$ cat src/rtl/dsm_pkg.sv
package dsm_pkg;

    localparam int WORD_W  = 128;
    localparam int BYTE_W  = 8;
    localparam int PHASE_W = 3;

    typedef enum logic {
        RATIO_EIGHT = 1'b0,
        RATIO_FOUR  = 1'b1
    } ratio_e;

    typedef struct packed {
        logic               busy;
        logic [PHASE_W-1:0] phase;
    } slice_state_t;

    // Final phase value of a word for the given ratio.
    function automatic logic [PHASE_W-1:0] final_phase(ratio_e r);
        return (r == RATIO_FOUR) ? PHASE_W'(3) : PHASE_W'(7);
    endfunction

    // Bits a lane will serialize, left-aligned so bit 7 goes out first.
    // Four-phase: lane k takes nibble k^1 (high nibble of a byte to the even lane).
    function automatic logic [BYTE_W-1:0] lane_load(logic [WORD_W-1:0] w, int k, ratio_e r);
        logic [BYTE_W-1:0] b;
        if (r == RATIO_FOUR) begin
            b = {w[4*(k^1) +: 4], 4'b0000};
        end else begin
            b = w[BYTE_W*k +: BYTE_W];
        end
        return b;
    endfunction

endpackage

$ cat src/rtl/dsm_enable_shaper.sv
module dsm_enable_shaper
    import dsm_pkg::*;
#(
    parameter int SLICES = 4
) (
    input  logic              clk,
    input  logic              rst,
    input  ratio_e            ratio,
    input  logic              four_slices,
    input  logic [SLICES-1:0] ext_en,
    output logic [SLICES-1:0] load
);

    logic [SLICES-1:0]  en_q;
    logic [PHASE_W-1:0] div_cnt;
    logic [PHASE_W-1:0] div_last;

    assign div_last = final_phase(ratio);

    always_ff @(posedge clk) begin
        if (rst) begin
            en_q    <= '0;
            div_cnt <= '0;
        end else begin
            en_q    <= ext_en;
            div_cnt <= (div_cnt >= div_last) ? '0 : div_cnt + PHASE_W'(1);
        end
    end

    always_comb begin
        if (four_slices) begin
            load = ext_en & ~en_q;
        end else begin
            load = {SLICES{div_cnt == '0}};
        end
    end

endmodule

$ cat src/rtl/dsm_slice_serializer.sv
module dsm_slice_serializer
    import dsm_pkg::*;
#(
    parameter int LPS = 4
) (
    input  logic                       clk,
    input  logic                       rst,
    input  ratio_e                     ratio,
    input  logic                       load,
    input  logic [LPS-1:0][BYTE_W-1:0] lane_bytes,
    output logic [LPS-1:0]             bits,
    output slice_state_t               state
);

    logic [LPS-1:0][BYTE_W-1:0] hold;
    slice_state_t               st_q;

    always_ff @(posedge clk) begin
        if (rst) begin
            hold <= '0;
            st_q <= '0;
        end else if (load) begin
            hold       <= lane_bytes;
            st_q.busy  <= 1'b1;
            st_q.phase <= '0;
        end else if (st_q.busy) begin
            if (st_q.phase >= final_phase(ratio)) begin
                st_q.busy  <= 1'b0;
                st_q.phase <= '0;
            end else begin
                st_q.phase <= st_q.phase + PHASE_W'(1);
            end
        end
    end

    for (genvar i = 0; i < LPS; i++) begin : g_lane
        assign bits[i] = st_q.busy & hold[i][PHASE_W'(7) - st_q.phase];
    end

    assign state = st_q;

endmodule

$ cat src/rtl/deint_mux.sv
module deint_mux
    import dsm_pkg::*;
#(
    parameter int LANES  = 16,
    parameter int SLICES = 4
) (
    input  logic               clk,
    input  logic               rst,
    input  logic               ratio_sel,
    input  logic               slice_mode,
    input  logic [WORD_W-1:0]  word_in,
    input  logic [SLICES-1:0]  slice_en,
    output logic [LANES-1:0]   lane_out
);

    localparam int LPS = LANES / SLICES;

    ratio_e                          ratio_q;
    logic [SLICES-1:0]               load;
    logic [LANES-1:0][BYTE_W-1:0]    lane_bytes;
    slice_state_t [SLICES-1:0]       sstate;
    logic [SLICES-1:0]               busy_v;
    logic [SLICES-1:0][PHASE_W-1:0]  phase_v;

    assign ratio_q = ratio_e'(ratio_sel);

    dsm_enable_shaper #(.SLICES(SLICES)) u_shaper (
        .clk         (clk),
        .rst         (rst),
        .ratio       (ratio_q),
        .four_slices (slice_mode),
        .ext_en      (slice_en),
        .load        (load)
    );

    // Stage one: deinterleave the word into per-lane streams.
    for (genvar k = 0; k < LANES; k++) begin : g_deint
        assign lane_bytes[k] = lane_load(word_in, k, ratio_q);
    end

    // Stage two: per-slice serialization.
    for (genvar s = 0; s < SLICES; s++) begin : g_slice
        dsm_slice_serializer #(.LPS(LPS)) u_ser (
            .clk        (clk),
            .rst        (rst),
            .ratio      (ratio_q),
            .load       (load[s]),
            .lane_bytes (lane_bytes[s*LPS +: LPS]),
            .bits       (lane_out[s*LPS +: LPS]),
            .state      (sstate[s])
        );
        assign busy_v[s]  = sstate[s].busy;
        assign phase_v[s] = sstate[s].phase;
    end

endmodule

$ cat config.mk
export PLATFORM = sky130hd
export DESIGN_NAME = deint_mux
export DESIGN_NICKNAME = d
export VERILOG_FILES = /design/src/rtl/dsm_pkg.sv /design/src/rtl/dsm_enable_shaper.sv /design/src/rtl/dsm_slice_serializer.sv /design/src/rtl/deint_mux.sv
export SDC_FILE = /design/constraint.sdc
export NUM_CORES = 1
export LEC_CHECK = 0
export ABC_AREA = 1
export BUFFER_PORTS_ARGS = -buffer_cell sky130_fd_sc_hd__buf_4
export CAP_MARGIN = 20
export CORE_MARGIN = 10
export CORE_UTILIZATION = 40
export DETAILED_ROUTE_END_ITERATION = 12
export PLACE_DENSITY = 0.68
export RECOVER_POWER = 25
export SYNTH_ARGS = -nofsm -noshare
export SYNTH_HDL_FRONTEND = slang
export SYNTH_SLANG_ARGS = --single-unit
$ cat constraint.sdc
create_clock -name clk -period 1.6 [get_ports clk]
set_clock_uncertainty 0.15 [all_clocks]
set_input_delay 0.24 -clock clk [delete_from_list [all_inputs] [get_ports clk]]
set_output_delay 0.24 -clock clk [all_outputs]
set_load 0.02 [all_outputs]
==> results of run 1 <==
## cells by family (layout without fill, tap and decap cells)
kind of cell             count (synthesis)  in the layout
buffers and inverters                  294            549
adder cells (fa/ha/maj)                 11             11
flip-flops                             151            151
AND/OR/NAND/NOR                        610            613
XOR/XNOR                                 1              1
AO/OA/AOI/OAI                          204            204
## flip-flops by register name (all words and copies together), names as in the netlist
signal	flops
g_slice.u_ser.hold	128
u_shaper.div_cnt	3
g_slice.u_ser.state	16
u_shaper.en_q	4
## timing repair
action	4_1_cts	5_1_grt
pin swaps	13	33
endpoints found under the hold margin	73	0
hold buffers	76	0
gates resized for setup	41	156
setup buffers	4	8
cloned	1	5
setup endpoints to repair	18	89
## where the power goes
| part | switching (mW) | leakage [nW] | internal [mW] |
|---|---|---|---|
| sequential | 0.203 | 1.25 | 4.17 |
| clock | 1.68 | 0.285 | 2.62 |
| combinational | 1.88 | 3.90 | 1.41 |
| total | 3.76 | 5.43 | 8.19 |
## per-stage QoR
stage                     area, µm²  setup TNS, ns  instances  utilization (%)  total power [mW]
final                         11900         -5.573       1799            58.98             11.96
after global routing          11900         -9.996       1799            58.98             12.61
after CTS                     11330         -5.496       1786            56.19             11.64
after detailed placement       9761      -0.009591       1673            48.39             7.077
after global placement         9761              0       1673            48.39             7.041
after floorplan                8177              0       1271                -             6.105
## worst paths after layout
kind | cells past startpoint | startpoint | to | slack (ns)
setup / recovery | 8 | g_slice[1].u_ser.state[0] | lane_out[4] | -0.40
hold / removal | 3 | rst | g_slice[2].u_ser.state[3] | 0.006
setup reg to reg | 8 | u_shaper.div_cnt[1] | g_slice[1].u_ser.state[0] | -0.04
hold reg to reg | 2 | g_slice[3].u_ser.hold[19] | g_slice[3].u_ser.hold[19] | 0.32
## worst max-delay path: stages, from the launching register on
cell,delay (ns)
dfxtp_2,0.36
clkinvlp_4,0.12
buf_6,0.16
nand2_1,0.08
nand3_2,0.08
nand3_2,0.06
nand2_1,0.04
nor2_1,0.12
buf_4,0.16
## cell type report
type | instances | area, µm² | area share (%)
clock buffer | 18 | 429.2 | 3.607
timing repair inverter | 1 | 7.507 | 0.06310
tap | 270 | 337.8 | 2.840
sequential | 151 | 3042 | 25.57
multi-input combinational | 829 | 4377 | 36.79
inverter | 227 | 900.9 | 7.573
clock inverter | 14 | 200.2 | 1.683
timing repair buffer | 289 | 2603 | 21.88
## routing by layer
layer / track usage [%] / up-vias / routed length (µm) / share of wire [%]
met5: 0 / - / 0 / 0
met4: 6.844 / 0 / 617 / 2.3
met3: 4.272 / 43 / 1489 / 5.6
met2: 31.73 / 239 / 12830 / 48
met1: 24.31 / 3940 / 11710 / 44
li1: - / 4434 / - / -
## cells in the final DEF (no fill, tap or decap), types with 5 or more instances in the layout
| master | n |
|---|---|
| a21oi_2 | 9 |
| buf_12 | 10 |
| buf_4 | 176 |
| buf_6 | 19 |
| clkbuf_16 | 19 |
| clkinvlp_4 | 11 |
| dfxtp_1 | 142 |
| dfxtp_2 | 6 |
| dlygate4sd3_1 | 76 |
| ha_1 | 9 |
| inv_1 | 213 |
| inv_2 | 6 |
| nand2_1 | 234 |
| nand2_2 | 26 |
| nand2_4 | 5 |
| nand2_8 | 5 |
| nand3_1 | 130 |
| nand3_2 | 29 |
| nor2_1 | 129 |
| nor2_2 | 39 |
| nor2_4 | 14 |
| o21ai_0 | 141 |
| o21ai_1 | 20 |
| o21ai_2 | 28 |
==> metrics.md, run 1 <==
| Metric | Value |
|---|---|
| Cell taking the most area after synthesis | dfxtp_1 |
| I/O Buffers | 151 |
| Commonest cells post-synth | nand2_1 (259), inv_1 (220), nor2_1 (181), nand3_1 (159), o21ai_0 (153) |
| GP Congestion | slightly below 0.9 |
| Failing checks | negative setup slack |
| Cell Area, Synth | 8167 µm² |
| TritonRoute pass-1 iters | 5 |
| Synth top area share | 37.02% |
| CTS max path bufs | 2 |
| Clk sink count | about 150 |
| Fillers | between 1500 and 2000 |
| Largest net degree at the start of global routing | 45 |
| Period utilisation layout | 125.2% |
| Final Worst Setup Slack | -0.4025 ns |
| Main combinational cell family by area after synthesis | simple AND/OR/NAND/NOR gates |
| Total CTS buffers | 17 |
| Starting Density | a little over 40% |
| Vias per cell | around 4.8 |
| Leakage | about 5.4 nW |
| Flops & latches, synth | between 150 and 200 |
| Core area | just over 20000 µm² |
| Vias in the first global route | about 8400 |
| Die Area | around 27000 µm² |
| Slew @ Worst Pin | around 0.43 ns |
| Die W | 162.9 µm |
| Post-synth EDFFs | 0 |
| Global Route Usage Sum | just under 20% |
| Worst-path fanout max | 7 |
| Max_slew headroom | a little under three quarters |
| Worst Path Required | roughly 1.2 ns |
| GR Overflow Total | 0 |
| Synth Area in Compound Gates | between 10 and 15% |
| Post-route DRC | 0 |
| Min cycle time layout | 2.003 ns |
| Fraction of layout cells with a size suffix above 1 | 27.80% |
| Post-synthesis xor/xnor area fraction | 0.1072% |
| Post-DP HPWL | around 19000 µm |
| Global-route wire length before repair | 41690 µm |
| Synth Area in Simple Gates | 31.53% |
| Ranking of synthesized cells by area | dfxtp_1 (37%), nand2_1 (12%), inv_1 (10%) |
| Startpoint class of the critical path | flip-flop |
| Asr flop ratio synth | 0% |
| Unique masters post-synth | 25 |
| Mapped Cells | 1271 |
| Clock transition at path regs | ~0.060 ns |
| Hold Violations, Final | 0 |
| Area growth, synth to finish | 45.67% |
| Place WS | -0.009591 ns |
| Syn Nets | 1418 |
| Synth Flop Type | dfxtp_1 |
| Final setup vio count | 29 |
| PwrDens | 1005 nW/µm² |
| Diode count | 0 |
| Mux share of post-synthesis cell area | 0% |
| Maximum VDD drop | just over 0.7 mV |
| Row count | 52 |
| 1st-iter DRT viols | 584 |
| Slew Viols, Final | 0 |
| Synthesized area per cell | 6.425 µm² |
| H-tree levels | 4 |
| Drt wl/cell | about 15 µm |
| Setup CP Type | flip-flop to output port |
| Io pins | around 150 |
| Peak Freq | 499.4 MHz |
| Adder-cell area share of the yosys netlist | between 1.5 and 2% |
| Worst EP arrival | 1.61 ns |
| Final WL | 26640 µm |
| Sequential area share after synthesis | between 30% and 40% |
| Die Span Y | 162.9 µm |
| Status | finished, violations left |
| Via count | a little under 9000 |
| RSZ-0062 raised after global routing | true |
| Clk root buf | clkbuf_16 |
| CTS tree | built |
| Clk Latency, worst-skew pair | between 0.4 and 0.5 ns |
| Min Hold Slack | 0.006066 ns |
| Layout Nets | 1663 |
| Antenna Nets Post-Route | 0 |
| Initial antenna violation count | 0 |
| Hold Path Class | input pin to flip-flop |
| Max Cap Violations | 0 |
| CP endpoint kind | output port |
| Synth warnings | 0 |
| Cell with the most instances after synthesis | nand2_1 |
(Power assumes the default switching activity.)
==> run 2: changes to the inputs <==
--- a/config.mk
+++ b/config.mk
@@ -15,4 +15,5 @@
 export RECOVER_POWER = 25
 export SYNTH_ARGS = -nofsm -noshare
 export SYNTH_HDL_FRONTEND = slang
+export SYNTH_HIERARCHICAL = 1
 export SYNTH_SLANG_ARGS = --single-unit
==> metrics.md, run 2 <==
| Metric | Value |
|---|---|
| Commonest cells post-synth | nand2_1 (372), inv_1 (224), dfxtp_1 (151), a21oi_1 (144), o21ai_0 (135) (was nand2_1 (259), inv_1 (220), nor2_1 (181), nand3_1 (159), o21ai_0 (153)) |
| Global-route wire length before repair | 39900 µm (was 41690 µm) |
| Most used cell, CP | nand3_2 |
| Die Span Y | 164.8 µm (was 162.9 µm) |
| Final Worst Setup Slack | -0.3247 ns (was -0.4025 ns) |
| Period utilisation layout | 120.3% (was 125.2%) |
| Via count | 8700 (was 8656) |
| Post-DP HPWL | 17610 µm (was 18570 µm) |
| CTS tree | built (unchanged) |
| GP Congestion | 0.8185 (was 0.8874) |
| Vias in the first global route | 8042 (was 8376) |
| Core area | 20430 µm² (was 20170 µm²) |
| Synth top area share | 36.03% (was 37.02%) |
| Post-route DRC | 0 (unchanged) |
| Cell taking the most area after synthesis | dfxtp_1 (unchanged) |
| H-tree levels | 4 (unchanged) |
| Peak Freq | 519.6 MHz (was 499.4 MHz) |
| Status | finished, violations left (unchanged) |
| Clk root buf | clkbuf_16 (unchanged) |
| Worst path bufs/invs | 2 (was 3) |
| Slew @ Worst Pin | 0.4758 ns (was 0.4281 ns) |
| CP max stage delay | 0.42 ns (was 0.36 ns) |
| Min Hold Slack | 0.02116 ns (was 0.006066 ns) |
| Failing checks | negative setup slack (unchanged) |
| Hold Violations, Final | 0 (unchanged) |
| Max reg flops | 128 (unchanged) |
| Global Route Usage Sum | 18.11% (was 19.30%) |
| Fillers | 1989 (was 1829) |
| Most frequent cells in the layout | nand2_1 (305), inv_1 (220), buf_4 (160) (was nand2_1 (234), inv_1 (213), buf_4 (176)) |
| Final setup vio count | 21 (was 29) |
| Worst-path cell with the longest stage delay | dfxtp_4 (was dfxtp_2) |
| Total CTS buffers | 17 (unchanged) |
| Hold Path Class | input pin to flip-flop (unchanged) |
| Reg2reg start | g_slice[1].u_ser/state[0] (was u_shaper.div_cnt[1]) |
| CP Cell Sequence | inv_8 > nand2_2 > nand3_2 > nand3_2 > nand2_1 > nor2_2 > buf_6 (was clkinvlp_4 > buf_6 > nand2_1 > nand3_2 > nand3_2 > nand2_1 > nor2_1 > buf_4) |
| Asr flop ratio synth | 0% (unchanged) |
| Synth Flop Type | dfxtp_1 (unchanged) |
| Flops & latches, synth | 151 (unchanged) |
| Drt wl/cell | 14.83 µm (was 14.81 µm) |
| TNS Setup | -4.634 ns (was -5.573 ns) |
| Critical path's top delay family | simple AND/OR/NAND/NOR gates (was buffers and inverters) |
| Maximum VDD drop | 0.6938 mV (was 0.7173 mV) |
| Diode count | 0 (unchanged) |
| Largest net degree at the start of global routing | 50 (was 45) |
| Post-synth EDFFs | 0 (unchanged) |
| Mapped Cells | 1343 (was 1271) |
| Worst Reg2Reg Path Length in Cells | 8 (unchanged) |
| CP endpoint | lane_out[6] (was lane_out[4]) |
| Post-DP Area | 9799 µm² (was 9761 µm²) |
| Die Area | 27170 µm² (was 26530 µm²) |
| Min cycle time layout | 1.925 ns (was 2.003 ns) |
| Hold path cells | 5 (was 3) |
| Startpoint class of the critical path | flip-flop (unchanged) |
| Crit path launch | g_slice[1].u_ser/state[0] (was g_slice[1].u_ser.state[0]) |
| Worst-path fanout max | 18 (was 7) |
| Clk sink count | 151 (unchanged) |
| PwrDens | 1040 nW/µm² (was 1005 nW/µm²) |
| CP endpoint kind | output port (unchanged) |
| Fraction of layout cells with a size suffix above 1 | 30.41% (was 27.80%) |
| 1st-iter DRT viols | 524 (was 584) |
| Max Cap Violations | 0 (unchanged) |
| Stages on worst setup path | 7 (was 8) |
| Antenna Nets Post-Route | 0 (unchanged) |
| Most common cell after layout, fill and taps aside | nand2_1 (unchanged) |
| Slew Viols, Final | 0 (unchanged) |
| Ranking of synthesized cells by area | dfxtp_1 (36%), nand2_1 (17%), inv_1 (10%) (was dfxtp_1 (37%), nand2_1 (12%), inv_1 (10%)) |
| Area growth, synth to finish | 37.70% (was 45.67%) |
| Worst EP arrival | 1.53 ns (was 1.61 ns) |
| Leakage | 5.552 nW (was 5.428 nW) |
| Syn Nets | 1490 (was 1418) |
| RSZ-0062 raised after global routing | true (unchanged) |
| CTS max path bufs | 2 (unchanged) |
| Die W | 164.8 µm (was 162.9 µm) |
| Initial antenna violation count | 0 (unchanged) |
| Seq. cell area | 3044 µm² (was 3042 µm²) |
| Area of the multi-input gates | 4588 µm² (was 4377 µm²) |
| GR Overflow Total | 0 (unchanged) |
| Sequential area share after synthesis | 36.03% (was 37.02%) |
| TritonRoute pass-1 iters | 5 (unchanged) |
| Cell Area, Synth | 8389 µm² (was 8167 µm²) |
| Cell with the most instances after synthesis | nand2_1 (unchanged) |
| Row count | 52 (unchanged) |
| I/O Buffers | 151 (unchanged) |
| Largest Register | g_slice.u_ser/hold (was g_slice.u_ser.hold) |
| Layout Nets | 1653 (was 1663) |
| Max_slew headroom | 68.24% (was 71.16%) |
| Final WL | 26530 µm (was 26640 µm) |
| Clock transition at path regs | 0.06 ns (about the same) |
| Register-to-register setup slack | -0.02 ns (was -0.04 ns) |
| Worst Path Required | 1.21 ns (about the same) |
| Unique masters post-synth | 20 (was 25) |
| Io pins | 152 (unchanged) |
| Starting Density | 41.06% (was 40.49%) |
| Setup CP Type | flip-flop to output port (unchanged) |
| Vias per cell | 4.863 (was 4.812) |
| Synth warnings | 6 (was 0) |
| Synthesized area per cell | 6.247 µm² (was 6.425 µm²) |
| Final Core Density | 56.55% (was 58.98%) |
| Clk Latency, worst-skew pair | 0.43 ns (about the same) |
| FF-to-FF End | g_slice[1].u_ser/state[2] (was g_slice[1].u_ser.state[0]) |
| Final instance area | 11550 µm² (was 11900 µm²) |
[run 2: worst min-delay path, delay by kind of cell]
kind	cells	cell delay (ns)
and+or+nand+nor	2	0.09
buffers and inverters	1	0.08
AOI/OAI and AO/OA	2	0.16
[run 2: cell families (layout without fill, tap and decap cells)]
| family | after synthesis | count (layout) | synth area share [%] |
|---|---|---|---|
| fa+ha+maj | 11 | 11 | 1.641 |
| xor+xnor | 1 | 1 | 0.1044 |
| compound gates | 279 | 279 | 16.64 |
| simple gates | 588 | 588 | 28.72 |
| buf+inv | 313 | 489 | 16.85 |
| flops | 151 | 151 | 36.03 |
[run 2: worst min-delay path by stage]
stage | end | slack (ns) | start
floorplan | g_slice[0].u_ser/state[3] | 0.16 | rst
global placement | g_slice[0].u_ser/hold[14] | 0.29 | g_slice[0].u_ser/hold[14]
global route | g_slice[2].u_ser/hold[14] | 0.03 | word_in[78]
detailed placement | g_slice[3].u_ser/hold[15] | 0.29 | g_slice[3].u_ser/hold[15]
CTS | g_slice[2].u_ser/hold[31] | 0.02 | word_in[95]
finish | g_slice[2].u_ser/hold[14] | 0.02 | word_in[78]
[run 2: layout make-up]
class	count	area share, %
flip-flops and latches	151	26.35
multi-input cells	879	39.72
inverters	233	7.939
clock buffers	20	4.040
repair buffers	224	18.00
clock inverters	12	1.029
well taps	270	2.924
[run 2: routing by layer]
| layer | vias up | GRT usage, % | part of all wire (%) |
|---|---|---|---|
| met3 | 29 | 4.033 | 5.0 |
| met2 | 182 | 30.72 | 50 |
| li1 | 4485 | - | - |
| met1 | 4004 | 22.43 | 43 |
| met4 | 0 | 5.395 | 1.5 |
| met5 | - | 0 | 0 |
[run 2: repair_timing]
item,4_1_cts,5_1_grt
cloned,3,9
pin swaps,63,54
hold buffers,9,0
gates resized for setup,126,154
endpoints found under the setup margin,50,151
buffers inserted,5,7
hold endpoints to repair,11,0
[run 2: through the flow]
step	power, mW	std cells	setup WS (ns)
after floorplan	6.448	1343	0.04269
after global placement	7.288	1725	0.01614
after detailed placement	7.347	1725	-0.04673
after CTS	11.59	1774	-0.3187
after global routing	12.70	1789	-0.3948
final	12.01	1789	-0.3247
[run 2: report_power, final]
group / leakage, nW / switching (mW) / internal, mW
clock network: 0.280 / 1.67 / 2.28
logic: 4.02 / 2.09 / 1.50
registers: 1.25 / 0.184 / 4.28
